--- src/rtl/pgx_pkg.sv ---
package pgx_pkg;
  parameter int VA_W  = 16;
  parameter int OFS_W = 12;
  parameter int FRM_W = 3;

  localparam int VPN_W = VA_W - OFS_W;
  localparam int NPAGE = 1 << VPN_W;
  localparam int PA_W  = FRM_W + OFS_W;
  localparam int PTE_W = FRM_W + 6;

  typedef struct packed {
    logic             nocache;
    logic             modified;
    logic             referenced;
    logic             wr_ok;
    logic             rd_ok;
    logic             present;
    logic [FRM_W-1:0] frame;
  } pte_t;
endpackage

--- src/rtl/pgx_check.sv ---
module pgx_check
  import pgx_pkg::*;
(
  input  logic             valid_i,
  input  logic             write_i,
  input  logic [OFS_W-1:0] ofs_i,
  input  pte_t             pte_i,
  output logic [PA_W-1:0]  paddr_o,
  output logic             pfault_o,
  output logic             prot_o,
  output logic             nocache_o,
  output logic             upd_en_o
);
  logic perm;
  logic ok;

  always_comb begin
    perm      = write_i ? pte_i.wr_ok : pte_i.rd_ok;
    pfault_o  = valid_i && !pte_i.present;
    prot_o    = valid_i && pte_i.present && !perm;
    ok        = valid_i && pte_i.present && perm;
    paddr_o   = ok ? {pte_i.frame, ofs_i} : '0;
    nocache_o = ok && pte_i.nocache;
    upd_en_o  = ok;
  end
endmodule

--- src/rtl/pgx_table.sv ---
module pgx_table
  import pgx_pkg::*;
(
  input  logic             clk_i,
  input  logic             rst_ni,
  input  logic [VPN_W-1:0] lk_vpn_i,
  output pte_t             lk_pte_o,
  input  logic             upd_en_i,
  input  logic             upd_wr_i,
  input  logic             we_i,
  input  logic [VPN_W-1:0] w_idx_i,
  input  pte_t             w_pte_i,
  input  logic             clr_ref_i,
  input  logic [VPN_W-1:0] rd_idx_i,
  output pte_t             rd_pte_o
);
  pte_t [NPAGE-1:0] ent_q;
  pte_t             ent_d [NPAGE];

  for (genvar g = 0; g < NPAGE; g++) begin : g_ent
    always_comb begin
      ent_d[g] = ent_q[g];
      if (clr_ref_i) ent_d[g].referenced = 1'b0;
      // access is newer than the clear
      if (upd_en_i && lk_vpn_i == VPN_W'(g)) begin
        ent_d[g].referenced = 1'b1;
        if (upd_wr_i) ent_d[g].modified = 1'b1;
      end
      if (we_i && w_idx_i == VPN_W'(g)) ent_d[g] = w_pte_i;
    end
  end

  always_ff @(posedge clk_i or negedge rst_ni) begin
    if (!rst_ni) ent_q <= '0;
    else for (int i = 0; i < NPAGE; i++) ent_q[i] <= ent_d[i];
  end

  assign lk_pte_o = ent_q[lk_vpn_i];
  assign rd_pte_o = ent_q[rd_idx_i];

  p_swload_r9: assert property (@(posedge clk_i) disable iff (!rst_ni)
    we_i |=> ent_q[$past(w_idx_i)] == $past(w_pte_i));

  p_refset_r5: assert property (@(posedge clk_i) disable iff (!rst_ni)
    upd_en_i && !(we_i && w_idx_i == lk_vpn_i) |=> ent_q[$past(lk_vpn_i)].referenced);

  p_modset_r6: assert property (@(posedge clk_i) disable iff (!rst_ni)
    upd_en_i && upd_wr_i && !(we_i && w_idx_i == lk_vpn_i) |=> ent_q[$past(lk_vpn_i)].modified);

  p_quiet_r7: assert property (@(posedge clk_i) disable iff (!rst_ni)
    !upd_en_i && !we_i && !clr_ref_i |=> $stable(ent_q));
endmodule

--- src/rtl/pgx_xlat.sv ---
module pgx_xlat
  import pgx_pkg::*;
(
  input  logic             clk_i,
  input  logic             rst_ni,
  input  logic             lk_valid_i,
  input  logic [VA_W-1:0]  lk_vaddr_i,
  input  logic             lk_write_i,
  output logic [PA_W-1:0]  lk_paddr_o,
  output logic             lk_pfault_o,
  output logic             lk_prot_o,
  output logic             lk_nocache_o,
  input  logic             sw_we_i,
  input  logic [VPN_W-1:0] sw_idx_i,
  input  logic [PTE_W-1:0] sw_pte_i,
  input  logic             sw_clr_ref_i,
  input  logic [VPN_W-1:0] sw_rd_idx_i,
  output logic [PTE_W-1:0] sw_rd_pte_o
);
  pte_t lk_pte;
  pte_t rd_pte;
  logic upd_en;

  pgx_table u_table (
    .clk_i     (clk_i),
    .rst_ni    (rst_ni),
    .lk_vpn_i  (lk_vaddr_i[VA_W-1:OFS_W]),
    .lk_pte_o  (lk_pte),
    .upd_en_i  (upd_en),
    .upd_wr_i  (lk_write_i),
    .we_i      (sw_we_i),
    .w_idx_i   (sw_idx_i),
    .w_pte_i   (pte_t'(sw_pte_i)),
    .clr_ref_i (sw_clr_ref_i),
    .rd_idx_i  (sw_rd_idx_i),
    .rd_pte_o  (rd_pte)
  );

  pgx_check u_check (
    .valid_i   (lk_valid_i),
    .write_i   (lk_write_i),
    .ofs_i     (lk_vaddr_i[OFS_W-1:0]),
    .pte_i     (lk_pte),
    .paddr_o   (lk_paddr_o),
    .pfault_o  (lk_pfault_o),
    .prot_o    (lk_prot_o),
    .nocache_o (lk_nocache_o),
    .upd_en_o  (upd_en)
  );

  assign sw_rd_pte_o = PTE_W'(rd_pte);

  p_excl_r4: assert property (@(posedge clk_i) disable iff (!rst_ni)
    !(lk_pfault_o && lk_prot_o));

  p_offset_r1: assert property (@(posedge clk_i) disable iff (!rst_ni)
    upd_en |-> lk_paddr_o[OFS_W-1:0] == lk_vaddr_i[OFS_W-1:0]);

  p_nopa_r2: assert property (@(posedge clk_i) disable iff (!rst_ni)
    lk_pfault_o |-> lk_paddr_o == '0 && !lk_nocache_o);

  p_idle_r12: assert property (@(posedge clk_i) disable iff (!rst_ni)
    !lk_valid_i |-> !lk_pfault_o && !lk_prot_o && !upd_en);
endmodule

--- config.mk ---
export PLATFORM = sky130hd
export DESIGN_NAME = pgx_xlat
export DESIGN_NICKNAME = d
export VERILOG_FILES = /design/src/rtl/pgx_pkg.sv /design/src/rtl/pgx_check.sv /design/src/rtl/pgx_table.sv /design/src/rtl/pgx_xlat.sv
export SDC_FILE = /design/constraint.sdc
export NUM_CORES = 1
export LEC_CHECK = 0
export BUFFER_PORTS_ARGS = -buffer_cell sky130_fd_sc_hd__buf_2
export CORE_AREA = 2 2 152 191
export DETAILED_ROUTE_END_ITERATION = 8
export DIE_AREA = 0 0 154 193
export GPL_TIMING_DRIVEN = 0
export PLACE_DENSITY = 0.54
export SKIP_LAST_GASP = 1
export SLEW_MARGIN = 25
export SYNTH_ARGS = -nofsm -noshare
export SYNTH_HDL_FRONTEND = slang
export SYNTH_SLANG_ARGS = --single-unit
--- constraint.sdc ---
create_clock -name clk_i -period 2.6 [get_ports clk_i]
set_input_delay 0.13 -clock clk_i [delete_from_list [all_inputs] [get_ports clk_i]]
set_output_delay 0.13 -clock clk_i [all_outputs]
set_load 0.02 [all_outputs]
==> summary.md <==
| Metric | Value |
|---|---|
| Run status | `finished, final reports clean` |
| Average via count per standard cell | `5.42` |
| Later-pin clock latency in the skew report | `0.43 ns` |
| CP peak stage delay | `roughly 0.61 ns` |
| Number of flip-flops in the largest register | `~140` |
| Initial cell density of the core | `0.294` |
| Power density normalized to cell area | `between 700 and 800 nW/um^2` |
| Most repeated library cell on the critical path | `sky130_fd_sc_hd__mux4_2` |
| Overall fraction of global-route tracks in use | `0.191` |
| Overall die area | `29700 um^2` |
| Prevailing post-synth register cell | `sky130_fd_sc_hd__dfrtp_1` |
| Final Critical Period | `around 2.5 ns` |
| Antenna viol nets, final | `0` |
| Largest reg by FF count | `u_table.ent_q` |
| Hold Path End | `u_table.ent_q[44]$_DFFE_PN0P_` |
| Total power after layout | `around 7 mW` |
| Count of different cell masters after synthesis | `between 40 and 50` |
| Clock tree from TritonCTS | `done` |
| HP Start | `sw_pte_i[8]` |
| Worst Setup End Kind | `output pin` |
| Data required, critical path | `between 2 and 2.5 ns` |
| CP max FO | `10` |
| Final worst setup slack | `roughly 0.059 ns` |
| Peak supply drop | `between 0.4 and 0.5 mV` |
| Final routed wirelength across all metal layers | `approximately 28000 um` |
| Fmax | `between 300 and 400 MHz` |
| Die width | `between 150 and 200 um` |
| Largest net degree at the start of global routing | `slightly below 80` |
| Final setup violation count | `0` |
| Number of antenna violations at the first check in global routing | `0` |
| Half-perimeter wire length of the detailed placement result | `18200 um` |
| Warnings from Yosys | `0` |
| Placement-stage worst setup slack | `-0.346 ns` |
| Number of nets in the finished design | `814` |
| R2R Path End | `u_table.ent_q[60]$_DFFE_PN0P_` |
| R2R Setup Slk | `between 0.4 and 0.5 ns` |
| Cell breakdown of the critical path | `buf_1, clkbuf_2, mux4_2, mux4_2, buf_2` |
| Slowest-stage cell, CP | `sky130_fd_sc_hd__buf_1` |
| Vias in the first global route | `6385` |
| Maximum buffer depth of the clock tree | `2` |
| Summed negative setup slack over all endpoints | `0 ns` |
| Layout cell share with drive strength beyond 1 | `0.371` |
| Number of flops mapped to enable cells by yosys | `0` |
| Registers with the most flip-flops | `u_table.ent_q (144)` |
| Area of the mapped netlist | `8240 um^2` |
| Class of the tightest hold or removal check | `primary input to flop` |
| Final-report hold violation count | `0` |
| Clock Pin Slew Worst Setup and Hold Paths | `0.07 ns` |
| Per-cell routed wire length | `around 24 um` |
| Sequential-to-total area share from yosys stat | `0.437` |
| Instance count of the mapped netlist | `between 600 and 700` |
| Placement row count | `between 60 and 70` |
| Depth of the worst hold-timing path | `2` |
| Signed area change from the synthesized netlist to the final layout | `18.1%` |
| Clk Tree Root Cell | `sky130_fd_sc_hd__clkbuf_16` |
| Number of clock buffers inserted by TritonCTS | `17` |
| Sink count of the clock tree | `around 140` |
| Congestion Overflow GR | `0` |
| Relative slew slack | `0.282` |
| H-tree depth | `4` |
| DR DRC count | `0` |
| Leakage power | `4.14 nW` |
| First-pass iteration count of the detailed router | `5` |
| First-pass GRT wire length | `just over 40000 um` |
| Fillers | `2751` |
| Critical register-to-register path startpoint | `u_table.ent_q[93]$_DFFE_PN0P_` |
| CP startpoint kind | `primary input` |
| Clock skew | `approximately 0.011 ns` |
| Routability congestion estimate from global placement | `0.821` |
| Arrival time at the worst endpoint | `about 2.4 ns` |
| Number of cells traversed by the worst register-to-register path | `8` |
| Register bit count reported by yosys | `around 140` |
| Type of the worst setup path | `primary input to output pin` |
| Count of routing violations after the opening detailed-route iteration | `around 400` |
| Count of input and output buffers | `53` |
| Height of the die | `approximately 190 um` |
| Max Cap Violations | `0` |
| Fraction of registers with async set/reset | `1.00` |
| Number of max-slew violations in the final report | `0` |
| Routed vias | `approximately 6200` |
| Nets in the synthesized netlist | `between 700 and 800` |
| Tightest Pin Transition | `between 1 and 1.5 ns` |
| Syn Area/Cell | `11.9 um^2` |
| Number of top-level pins | `66` |
| Tcrit/Tclk final | `0.977` |
| Placeable core region | `approximately 28000 um^2` |
| Number of antenna repair diodes | `0` |
## synth_stat cells, types with 3 or more instances
master	number	area, um^2
sky130_fd_sc_hd__a2111oi_0	3	26.3
sky130_fd_sc_hd__a21oi_1	28	140
sky130_fd_sc_hd__buf_1	19	71.3
sky130_fd_sc_hd__buf_2	12	60.1
sky130_fd_sc_hd__buf_6	3	33.8
sky130_fd_sc_hd__clkbuf_1	30	113
sky130_fd_sc_hd__dfrtp_1	144	3600
sky130_fd_sc_hd__inv_1	13	48.8
sky130_fd_sc_hd__mux2_2	79	890
sky130_fd_sc_hd__mux2i_1	15	150
sky130_fd_sc_hd__mux4_2	67	1510
sky130_fd_sc_hd__nand2_1	120	450
sky130_fd_sc_hd__nand2b_1	9	56.3
sky130_fd_sc_hd__nand3b_1	3	22.5
sky130_fd_sc_hd__nor2_1	43	161
sky130_fd_sc_hd__nor2b_1	11	68.8
sky130_fd_sc_hd__nor3_1	19	95.1
sky130_fd_sc_hd__nor3b_1	18	135
sky130_fd_sc_hd__o2111ai_1	4	35.0
sky130_fd_sc_hd__o21ai_0	9	45.0
sky130_fd_sc_hd__o41ai_1	7	61.3
sky130_fd_sc_hd__o41ai_2	12	195
## area by class of cell
cell class,instances,area (um^2),area share
multi-input combinational,472,4350,0.447
sequential,144,3600,0.370
tap,355,444,0.0456
clock buffer,18,439,0.0451
timing repair buffer,63,385,0.0396
buffer,64,302,0.0310
clock inverter,14,156,0.0161
inverter,13,48.8,0.00501
## metal layers
metal,GRT usage,wire length [um],up-vias
met4,0.110,1440,0
li1,-,-,2715
met1,0.235,11200,3200
met3,0.0371,1310,68
met2,0.316,13700,213
met5,0,0,-
## through the flow
step / instances / util / hold WS [ns] / area, um^2
detailed placement: 1103 / 0.320 / 0.166 / 8990
finish: 1143 / 0.347 / 0.0202 / 9730
CTS: 1141 / 0.345 / 0.0123 / 9680
global route: 1143 / 0.347 / 0.0192 / 9730
global placement: 1102 / 0.319 / 0.471 / 8950
floorplan: 694 / - / -0.166 / 8240
## report_power, final
group,total (mW),switching [mW],internal [mW]
clock network,2.50,1.05,1.45
logic,1.65,0.746,0.905
registers,3.04,0.336,2.70
total,7.19,2.13,5.06
## cell usage in the layout, fill, tap and decap left out, types with 3 or more instances in the layout
cell type,instances
sky130_fd_sc_hd__a2111oi_2,3
sky130_fd_sc_hd__a21oi_1,28
sky130_fd_sc_hd__buf_1,16
sky130_fd_sc_hd__buf_2,59
sky130_fd_sc_hd__buf_4,14
sky130_fd_sc_hd__buf_6,3
sky130_fd_sc_hd__clkbuf_1,26
sky130_fd_sc_hd__clkbuf_16,17
sky130_fd_sc_hd__clkbuf_2,4
sky130_fd_sc_hd__clkinv_4,5
sky130_fd_sc_hd__dfrtp_1,144
sky130_fd_sc_hd__inv_1,13
sky130_fd_sc_hd__inv_6,4
sky130_fd_sc_hd__mux2_2,78
sky130_fd_sc_hd__mux2i_1,15
sky130_fd_sc_hd__mux4_2,69
sky130_fd_sc_hd__nand2_1,119
sky130_fd_sc_hd__nand2b_1,9
sky130_fd_sc_hd__nand3b_1,3
sky130_fd_sc_hd__nor2_1,43
sky130_fd_sc_hd__nor2b_1,9
sky130_fd_sc_hd__nor3_1,19
sky130_fd_sc_hd__nor3b_1,17
sky130_fd_sc_hd__o2111ai_1,4
sky130_fd_sc_hd__o21ai_0,9
sky130_fd_sc_hd__o41ai_1,7
sky130_fd_sc_hd__o41ai_2,12
## worst max-delay path by stage
| stage | startpoint | to | slack, ns | cells past startpoint |
|---|---|---|---|---|
| floorplan | u_table.ent_q[21]$_DFFE_PN0P_ | lk_paddr_o[10] | 0.45 | 8 |
| global placement | rst_ni | u_table.ent_q[32]$_DFFE_PN0P_ | -0.92 | 1 |
| detailed placement | sw_rd_idx_i[0] | sw_rd_pte_o[0] | -0.35 | 5 |
| CTS | lk_vaddr_i[12] | lk_paddr_o[13] | -0.02 | 7 |
| global route | u_table.ent_q[93]$_DFFE_PN0P_ | lk_paddr_o[9] | -0.004 | 9 |
| finish | sw_rd_idx_i[1] | sw_rd_pte_o[7] | 0.06 | 5 |
## critical path: cells and delay by family
kind                   cells  cell delay [ns]
multiplexers               2             0.91
buffers and inverters      3             1.36
## timing repair
| item | 4_1_cts | 5_1_grt |
|---|---|---|
| endpoints found under the hold margin | 76 | 0 |
| hold buffers | 1 | 0 |
| setup endpoints to repair | 26 | 17 |
| buffers inserted | 5 | 3 |
| resized for setup | 18 | 15 |
| pin swaps | 1 | 7 |
## cell families after synthesis
logic type             synth area share
buffers and inverters            0.0405
flip-flops                        0.437
multiplexers                      0.316
AND/OR/NAND/NOR                   0.129
AO/OA/AOI/OAI                    0.0776
Note: power is estimated with default switching activity, not from simulation.
